--- config.mk ---
export PLATFORM = sky130hd
export DESIGN_NAME = dp_collision_arbiter
export DESIGN_NICKNAME = d
export VERILOG_FILES = /design/src/rtl/dp_collision_arbiter.sv
export SDC_FILE = /design/constraint.sdc
export NUM_CORES = 1
export LEC_CHECK = 0
export BUFFER_PORTS_ARGS = -buffer_cell sky130_fd_sc_hd__buf_4
export CORE_MARGIN = 3
export CORE_UTILIZATION = 45
export DETAILED_ROUTE_END_ITERATION = 16
export GPL_ROUTABILITY_DRIVEN = 0
export PLACE_DENSITY = 0.7
export SLEW_MARGIN = 0
export SYNTH_ARGS = -nofsm -noshare
export SYNTH_HDL_FRONTEND = slang
export SYNTH_SLANG_ARGS = --single-unit
--- constraint.sdc ---
create_clock -name clk -period 1.25 [get_ports clk]
set_input_delay 0.0625 -clock clk [delete_from_list [all_inputs] [get_ports clk]]
set_output_delay 0.0625 -clock clk [all_outputs]
set_load 0.02 [all_outputs]
--- src/rtl/dp_collision_arbiter.sv ---
module dp_collision_arbiter #(
  parameter int AW = 13
) (
  input  logic          clk,
  input  logic          rst_n,
  input  logic          master_mode,
  input  logic          a_en,
  input  logic [AW-1:0] a_addr,
  input  logic          a_wr,
  input  logic          b_en,
  input  logic [AW-1:0] b_addr,
  input  logic          b_wr,
  input  logic          a_busy_in_n,
  input  logic          b_busy_in_n,
  output logic          a_busy_n,
  output logic          b_busy_n,
  output logic          a_wr_go,
  output logic          b_wr_go
);
  typedef enum logic [1:0] {NOBODY, A_LOSES, B_LOSES} loser_t;

  logic          a_en_q, b_en_q;
  logic [AW-1:0] a_addr_q, b_addr_q;
  loser_t        loser, loser_q;

  always_ff @(posedge clk) begin
    if (!rst_n) begin
      a_en_q   <= 1'b0;
      b_en_q   <= 1'b0;
      a_addr_q <= '0;
      b_addr_q <= '0;
      loser_q  <= NOBODY;
    end else begin
      a_en_q   <= a_en;
      b_en_q   <= b_en;
      a_addr_q <= a_addr;
      b_addr_q <= b_addr;
      loser_q  <= loser;
    end
  end

  wire match    = a_en && b_en && (a_addr == b_addr);
  wire a_stable = a_en_q && (a_addr_q == a_addr);
  wire b_stable = b_en_q && (b_addr_q == b_addr);

  always_comb begin
    if (!match)                   loser = NOBODY;
    else if (loser_q != NOBODY)   loser = loser_q;
    else if (b_stable && !a_stable) loser = A_LOSES;
    else                          loser = B_LOSES;
  end

  wire a_block = master_mode ? (loser == A_LOSES) : !a_busy_in_n;
  wire b_block = master_mode ? (loser == B_LOSES) : !b_busy_in_n;

  assign a_busy_n = !(master_mode && loser == A_LOSES);
  assign b_busy_n = !(master_mode && loser == B_LOSES);
  assign a_wr_go  = a_en && a_wr && !a_block;
  assign b_wr_go  = b_en && b_wr && !b_block;
endmodule


==> results.ini, run 1 <==
[setup_path]
worst-path-buf-inv=1
crit_end=b_wr_go
worstSetupStartpoint=b_addr_q[12]
cpPeakStageDelay_ps=340
cp.arrival_ps=1910
r2r_end=loser_q[1]
ff2ff_path_depth=6
crit_type=reg2out
cp_slowest_cell=dfxtp_2
worstSetupStartpointType=flip-flop
worstPathRequired_ps=1190
path_max_fanout=3
worstReg2RegStart=b_addr_q[12]
end_kind=output port
critPathTopFamily=simple AND/OR/NAND/NOR gates
reg2reg_setup_slack_ps=-310
crit_chain=xor2_2, nor4_2, nand4_1, nor2_2, o31a_2, buf_6
path_depth=6

[sta]
fin_ws_ps=-718.4
finClkSkew_ps=4.812
setup_viol=6
grt_setup_unrepaired=yes
whs_ps=52.47
hold_violations=0
fmax_mhz=508.0
max_slew_margin_pct=78.59
worst_pin_slew_ps=318.6
drv_slew=0
min_period_over_period_pct=157.5
period_minus_slack_ps=1968

[synthesis]
synthArstFlopShare_pct=0
synth_edf_count=0
synth_top_family_by_area=XOR/XNOR gates
synth_nets=164
yosys_warnings=0
synth_mux_area_share_pct=0
synthTopCellsByCount=dfxtp_1, and2_1, xnor2_1
synth-main-ff-cell=dfxtp_1
yosys.area.top_type=dfxtp_1
yosysMostFrequentCell=dfxtp_1
syn_avg_cell_area_sq_um=10.18
ys_top_cells_by_area=dfxtp_1, xnor2_1, and2_1
syn_inst=129
synth_xor_area_share_pct=26.00
synth_top_area_share_pct=45.71
synth-adder-area-share_pct=0
yosysSeqAreaShare_pct=45.71
yosys.cell_types.count=21
ys_ff_latch=30
syn_area_sq_um=1314
synth_compound_area_share_pct=3.714
synth_simple_gate_area_share_pct=23.43

[final_layout]
fillers=179
area.sequential_sq_um=604.3
num-nets-final=237
area_growth_pct=57.71
stdcell_count=231
layout-drive-gt1-share_pct=35.32
fin_util_pct=79.31
diodes=0
multi_input_area_sq_um=782.0

[routing]
routed_wl_microns=3338
drt-wirelength-per-cell_microns=14.45
drt_iter0_drc=21
viasPerCell=4.991
drt_first_pass_iters=4
drc=0
antenna_left=0
vias=1153

[grt]
grt.overflow.total=0
grt_max_degree=30
grt_first_pass_wirelength_microns=5244
antenna_found_initial=0
grt_pass1_vias=1192
grt_util_all_layers_pct=20.25

[floorplan]
coreArea_sq_um=2613
die-area_sq_um=3604
die_w_microns=60.03
placement_rows=18
ios=39
start_util_pct=50.29
fp.dieH_microns=60.03

[clock_network]
cts-root-buf=clkbuf_4
cts_tree=yes
htree_num_levels=2
numCtsBuffers=5
clk_latency_ps=330
clk_pin_slew_worst_paths_ps=90
clock_path_buffers=2
cts.sinks=30

[placement]
pre_cts_slack_ps=-391.3
dp.cells=200
io_buffers=38

[job]
max_cap_viol_count=0

[outcome]
status=finished, violations left
violations=setup timing

[power]
power.density_nw_per_um2=960.0
peakVddDrop_mv=0.9660
leakagePower_nw=0.8605
power_mw=1.989

[hold_path]
min_path_type=in2reg

[routing by layer]
layer	wire length [microns]	vias up	GRT usage, %
li1	-	566	-
met1	1290	541	22.46
met2	1719	37	35.03
met3	251	9	7.991
met4	76	0	6.646
met5	0	-	0
[worst min path at each step]
stage / endpoint / from / cells after the start / slack [ps]
after floorplan: a_addr_q[0] / a_addr[0] / 1 / 180
after CTS: b_addr_q[6] / b_addr[6] / 3 / 40
final: b_addr_q[6] / b_addr[6] / 3 / 50
after global routing: b_addr_q[6] / b_addr[6] / 3 / 40
after detailed placement: b_en_q / b_en / 2 / 290
after global placement: a_en_q / a_en / 2 / 290
[cell families after synthesis]
kind of cell,after synthesis
AOI/OAI and AO/OA,6
DFF,30
xor gates and xnor gates,39
and+or+nand+nor,50
buffers and inverters,4
[state kept, by name, summed over array words and instances, names as in the netlist]
signal / count
a_addr_q: 13
loser_q: 2
b_en_q: 1
b_addr_q: 13
a_en_q: 1
[repair_timing]
action / CTS / global route
gates resized for setup: 8 / 10
endpoints found under the hold margin: 24 / 0
buffers inserted: 1 / 1
hold buffers: 24 / 0
pin swaps: 8 / 11
setup endpoints to repair: 6 / 6
[power breakdown]
group          internal, mW  total (mW)  switching [mW]
Sequential             1.00        1.03          0.0211
Combinational         0.244       0.401           0.157
Clock                 0.253       0.563           0.310
[cell usage in the layout, fill, tap and decap left out]
master	count
xnor2_2	2
nand4_1	7
dlygate4sd3_1	24
inv_1	1
o31a_2	1
nand2_1	4
nand3_1	1
nor4_2	3
nor4_1	1
and2_1	27
xor2_1	12
o211ai_1	1
xor2_2	1
a21oi_2	1
dfxtp_2	3
nor4b_2	1
o22ai_4	1
dfxtp_1	27
o21ba_2	1
clkbuf_4	5
o211a_1	1
and2_2	2
nor4_4	1
buf_4	41
buf_6	4
xnor2_1	24
nor2_2	2
or3_4	1
clkbuf_8	1
[per-stage QoR]
step,area [sq um],TNS [ps]
2_1_floorplan,1329,-208.7
3_3_place_gp,1685,-1571
3_5_place_dp,1685,-1985
4_1_cts,2022,-2910
5_1_grt,2072,-3894
6_report,2072,-3374
[tightest hold or removal path, stage by stage]
cell    delay (ps)
buf_4           90
buf_4          100
and2_1         100
[area by class of cell]
class	instances	share of cell area, %
Timing Repair Buffer	69	28.62
Multi-Input combinational cell	95	37.74
Tap cell	30	1.812
Clock buffer	6	2.476
Sequential cell	30	29.17
Inverter	1	0.1812
No activity file was read; power rests on OpenSTA's default activity.
==> inputs of run 2 (changes only) <==
- SETUP_SLACK_MARGIN: not set -> 0.2
==> results.ini, run 2 (same netlist as run 1, synthesis figures left out) <==
[final_layout]
top_regs=a_addr_q: 13 flops, b_addr_q: 13 flops, loser_q: 2 flops
fin_util_pct=82.33  ; +3.0 points
layout-drive-gt1-share_pct=40.29  ; +5.0 points
final_common_cell=buf_4
stdcell_count=236  ; +2.2%
finalInstanceArea_sq_um=2151  ; +3.8%
num-nets-final=240  ; +1.3%
area_growth_pct=63.71
final_cell_mix=buf_4, and2_1, dlygate4sd3_1
diodes=0  ; unchanged

[floorplan]
coreArea_sq_um=2613  ; unchanged
start_util_pct=50.29  ; unchanged
die-area_sq_um=3604  ; unchanged
die_w_microns=60.03  ; unchanged
fp.dieH_microns=60.03  ; unchanged
placement_rows=18  ; unchanged
ios=39  ; unchanged

[hold_path]
min_path_cells=3  ; unchanged
holdPathEnd=a_addr_q[5]
min_path_type=in2reg
hp-start=a_addr[5]

[sta]
fmax_mhz=516.7  ; +1.7%
worst_pin_slew_ps=291.3  ; -27.25 ps
drv_slew=0  ; unchanged
whs_ps=52.36  ; -0.1091 ps
max_slew_margin_pct=80.42  ; +1.8 points
finClkSkew_ps=12.26  ; +7.448 ps
tns_ps=-3350  ; +24.64 ps
min_period_over_period_pct=154.8  ; -2.6 points
period_minus_slack_ps=1935  ; -33.06 ps
setup_viol=6  ; unchanged
hold_violations=0  ; unchanged
fin_ws_ps=-685.3  ; +33.06 ps
grt_setup_unrepaired=yes

[setup_path]
cp.arrival_ps=1870  ; -40 ps
worstSetupStartpointType=flip-flop
path_max_fanout=3  ; unchanged
reg2reg_setup_slack_ps=-380  ; -70 ps
crit_chain=xnor2_2, nand4_1, nor4_4, nor2_2, or3_4, buf_6
cpPeakStageDelay_ps=340  ; about the same
r2r_end=loser_q[1]
ff2ff_path_depth=8  ; +2
worstReg2RegStart=a_addr_q[6]
cp_slowest_cell=dfxtp_2
crit_type=reg2out
worstPathRequired_ps=1190  ; about the same
end_kind=output port

[power]
peakVddDrop_mv=0.9726  ; +0.68%
power_mw=2.189  ; +10%
power.density_nw_per_um2=1018  ; +6.0%
leakagePower_nw=0.9128  ; +6.1%

[clock_network]
clk_pin_slew_worst_paths_ps=90  ; about the same
clk_latency_ps=330  ; about the same
cts-root-buf=clkbuf_4
cts_tree=yes
clock_path_buffers=2  ; unchanged
numCtsBuffers=5  ; unchanged
htree_num_levels=2  ; unchanged
cts.sinks=30  ; unchanged

[grt]
grt_first_pass_wirelength_microns=5388  ; +2.7%
antenna_found_initial=0  ; unchanged
grt_pass1_vias=1189  ; -0.25%
grt_max_degree=30  ; unchanged
grt.overflow.total=0  ; unchanged
grt_util_all_layers_pct=21.21  ; +0.96 points

[routing]
antenna_left=0  ; unchanged
drt_iter0_drc=16  ; -24%
routed_wl_microns=3431  ; +2.8%
viasPerCell=4.873  ; -2.4%
drt-wirelength-per-cell_microns=14.54  ; +0.61%
vias=1150  ; -0.26%
drt_first_pass_iters=4  ; unchanged
drc=0  ; unchanged

[job]
max_cap_viol_count=0  ; unchanged

[placement]
pre_cts_slack_ps=-343.9  ; +47.37 ps
dpl_cell_area_sq_um=1678  ; -0.45%
io_buffers=38  ; unchanged
post-dp-hpwl_microns=2106
dp.cells=199  ; -0.50%

[outcome]
status=finished, violations left
violations=setup timing

run 2: changes by cell type in the layout (fill, tap and decap cells not counted), sizes merged:
cell | previous run | this run
bufinv | 0 | 1
clkbuf | 6 | 7
buf | 45 | 48
run 2: power by group:
part	total, mW	internal, mW	leakage [nW]	switching [mW]
logic	0.414	0.252	0.622	0.162
clock network	0.745	0.424	0.0395	0.321
registers	1.03	1.01	0.252	0.0231
run 2: how the worst max path moves through the flow:
| stage | start | to | slack (ps) | cells after the start |
|---|---|---|---|---|
| 4_1_cts | a_addr_q[9] | b_busy_n | -670 | 6 |
| 3_5_place_dp | b_addr[7] | b_busy_n | -340 | 7 |
| 3_3_place_gp | b_addr[7] | b_busy_n | -320 | 7 |
| 6_report | a_addr_q[6] | b_busy_n | -690 | 6 |
| 5_1_grt | a_addr_q[12] | b_busy_n | -790 | 6 |
| 2_1_floorplan | a_addr_q[1] | b_busy_n | -70 | 5 |
run 2: critical path, delay by kind of cell, from the launching register on:
| kind | cells | cell delay (ps) |
|---|---|---|
| flops | 1 | 340 |
| simple gates | 4 | 940 |
| xor+xnor | 1 | 130 |
| buf+inv | 1 | 140 |
run 2: repair_timing:
item	CTS	global route
setup buffers	3	2
hold endpoints to repair	24	0
endpoints found under the setup margin	6	6
gates resized for setup	10	16
pin swaps	7	10
hold buffers	24	0
run 2: area by class of cell:
type / instances / area [sq um]
multi-input combinational: 95 / 812.0
timing repair buffer: 72 / 611.8
sequential: 30 / 610.6
fill: 150 / 461.7
clock buffer: 7 / 45.04
tap: 30 / 37.54
clock inverter: 1 / 30.03
inverter: 1 / 3.754
run 2: per-layer routing:
metal | wire length, microns | GRT usage (%) | vias to the layer above | part of all wire [%]
li1 | - | - | 577 | -
met1 | 1350 | 22.94 | 526 | 39
met2 | 1766 | 35.96 | 36 | 51
met3 | 220 | 7.127 | 11 | 6.4
met4 | 94 | 11.71 | 0 | 2.7
met5 | 0 | 0 | - | 0
==> inputs of run 3 (changes only) <==
- SKIP_LAST_GASP: not set -> 1
==> results.ini, run 3 (same netlist as run 1, synthesis figures left out) <==
[outcome]
status=finished, violations left
violations=setup timing

[routing]
drt_first_pass_iters=3  ; -1
routed_wl_microns=3421  ; -0.29%
drt-wirelength-per-cell_microns=14.50  ; -0.29%
viasPerCell=4.835  ; -0.78%
drt_iter0_drc=19  ; +3
drc=0  ; unchanged
vias=1141  ; -0.78%
antenna_left=0  ; unchanged

[placement]
io_buffers=38  ; unchanged
pre_cts_slack_ps=-343.9  ; unchanged
post-dp-hpwl_microns=2106  ; unchanged

[setup_path]
worstPathRequired_ps=1190  ; about the same
cp.arrival_ps=1880  ; about the same
path_max_fanout=3  ; unchanged
worstSetupStartpointType=flip-flop
crit_type=reg2out
end_kind=output port

[sta]
grt_setup_unrepaired=yes
max_slew_margin_pct=80.80  ; +0.38 points
fin_ws_ps=-696.3  ; -10.99 ps
fmax_mhz=513.8  ; -0.56%
min_period_over_period_pct=155.7  ; +0.88 points
setup_viol=6  ; unchanged
worst_pin_slew_ps=285.7  ; -5.640 ps
finClkSkew_ps=13.85  ; +1.595 ps
tns_ps=-3363  ; -13.75 ps
whs_ps=54.72  ; +2.362 ps
period_minus_slack_ps=1946  ; +10.99 ps
hold_violations=0  ; unchanged
drv_slew=0  ; unchanged

[grt]
grt_util_all_layers_pct=21.21  ; unchanged
grt_max_degree=30  ; unchanged
grt_first_pass_wirelength_microns=5388  ; unchanged
grt_pass1_vias=1189  ; unchanged
grt.overflow.total=0  ; unchanged
antenna_found_initial=0  ; unchanged

[floorplan]
die-area_sq_um=3604  ; unchanged
fp.dieH_microns=60.03  ; unchanged
coreArea_sq_um=2613  ; unchanged
start_util_pct=50.29  ; unchanged
placement_rows=18  ; unchanged
ios=39  ; unchanged
die_w_microns=60.03  ; unchanged

[clock_network]
cts.sinks=30  ; unchanged
cts-root-buf=clkbuf_4
clk_pin_slew_worst_paths_ps=100  ; about the same
cts_tree=yes
htree_num_levels=2  ; unchanged
numCtsBuffers=5  ; unchanged
clk_latency_ps=330  ; about the same
clock_path_buffers=2  ; unchanged

[power]
power.density_nw_per_um2=1026  ; +0.82%
leakagePower_nw=0.8920  ; -2.3%
peakVddDrop_mv=1.037  ; +6.6%

[final_layout]
top_regs=a_addr_q: 13 flops, b_addr_q: 13 flops, loser_q: 2 flops
fillers=153  ; +2.0%
final_common_cell=buf_4
diodes=0  ; unchanged
multi_input_area_sq_um=784.5  ; -3.4%
final_cell_mix=buf_4, and2_1, dfxtp_1
layout-drive-gt1-share_pct=36.41  ; -3.9 points
num-nets-final=240  ; unchanged
area.sequential_sq_um=604.3  ; -1.0%
area_growth_pct=61.71

[job]
max_cap_viol_count=0  ; unchanged

[hold_path]
min_path_type=in2reg

## run 3: repair_timing
action | CTS | global route
setup buffers | 3 | 2
gates cloned | 0 | 0
pin swaps | 7 | 6
hold buffers | 24 | 0
gates resized for setup | 9 | 11
endpoints found under the hold margin | 24 | 0
endpoints found under the setup margin | 6 | 6
## run 3: worst paths after layout
check / from / endpoint / slack (ps) / cells past startpoint
worst max register to register: a_addr_q[6] / loser_q[0] / -390 / 7
worst min-delay path: a_addr[5] / a_addr_q[5] / 50 / 3
worst min register to register: loser_q[0] / loser_q[0] / 660 / 2
worst max-delay path: a_addr_q[6] / b_busy_n / -700 / 6
## run 3: final cells by class
cell class                      instances  share of cell area [%]
Multi-Input combinational cell         95                   36.93
Timing Repair Buffer                   72                   29.15
Tap cell                               30                   1.767
Clock inverter                          1                   1.413
Inverter                                1                  0.1767
Sequential cell                        30                   28.45
Clock buffer                            7                   2.120
## run 3: metal layers
| layer | vias to the layer above | track usage, % | wire [microns] |
|---|---|---|---|
| li1 | 573 | - | - |
| met1 | 533 | 22.94 | 1368 |
| met2 | 29 | 35.96 | 1805 |
| met3 | 6 | 7.127 | 194 |
| met4 | 0 | 11.71 | 52 |
| met5 | - | 0 | 0 |
## run 3: power breakdown
group | switching [mW] | total [mW] | internal, mW
clock network | 0.326 | 0.750 | 0.424
registers | 0.0205 | 1.03 | 1.00
logic | 0.160 | 0.405 | 0.245
total | 0.506 | 2.18 | 1.67
## run 3: through the flow
stage	util (%)	instances	cell area, sq um	power [mW]
3_3_place_gp	64.22	199	1678	1.357
2_1_floorplan	-	129	1329	1.202
5_1_grt	81.32	236	2125	2.272
3_5_place_dp	64.22	199	1678	1.366
6_report	81.32	236	2125	2.180
4_1_cts	78.88	234	2061	2.176
## run 3: worst max-delay path: stages, from the launching register on
cell	delay, ps
dfxtp_2	340
xnor2_2	140
nand4_1	170
nor4_4	340
nor2_2	90
or3_4	330
buf_6	140
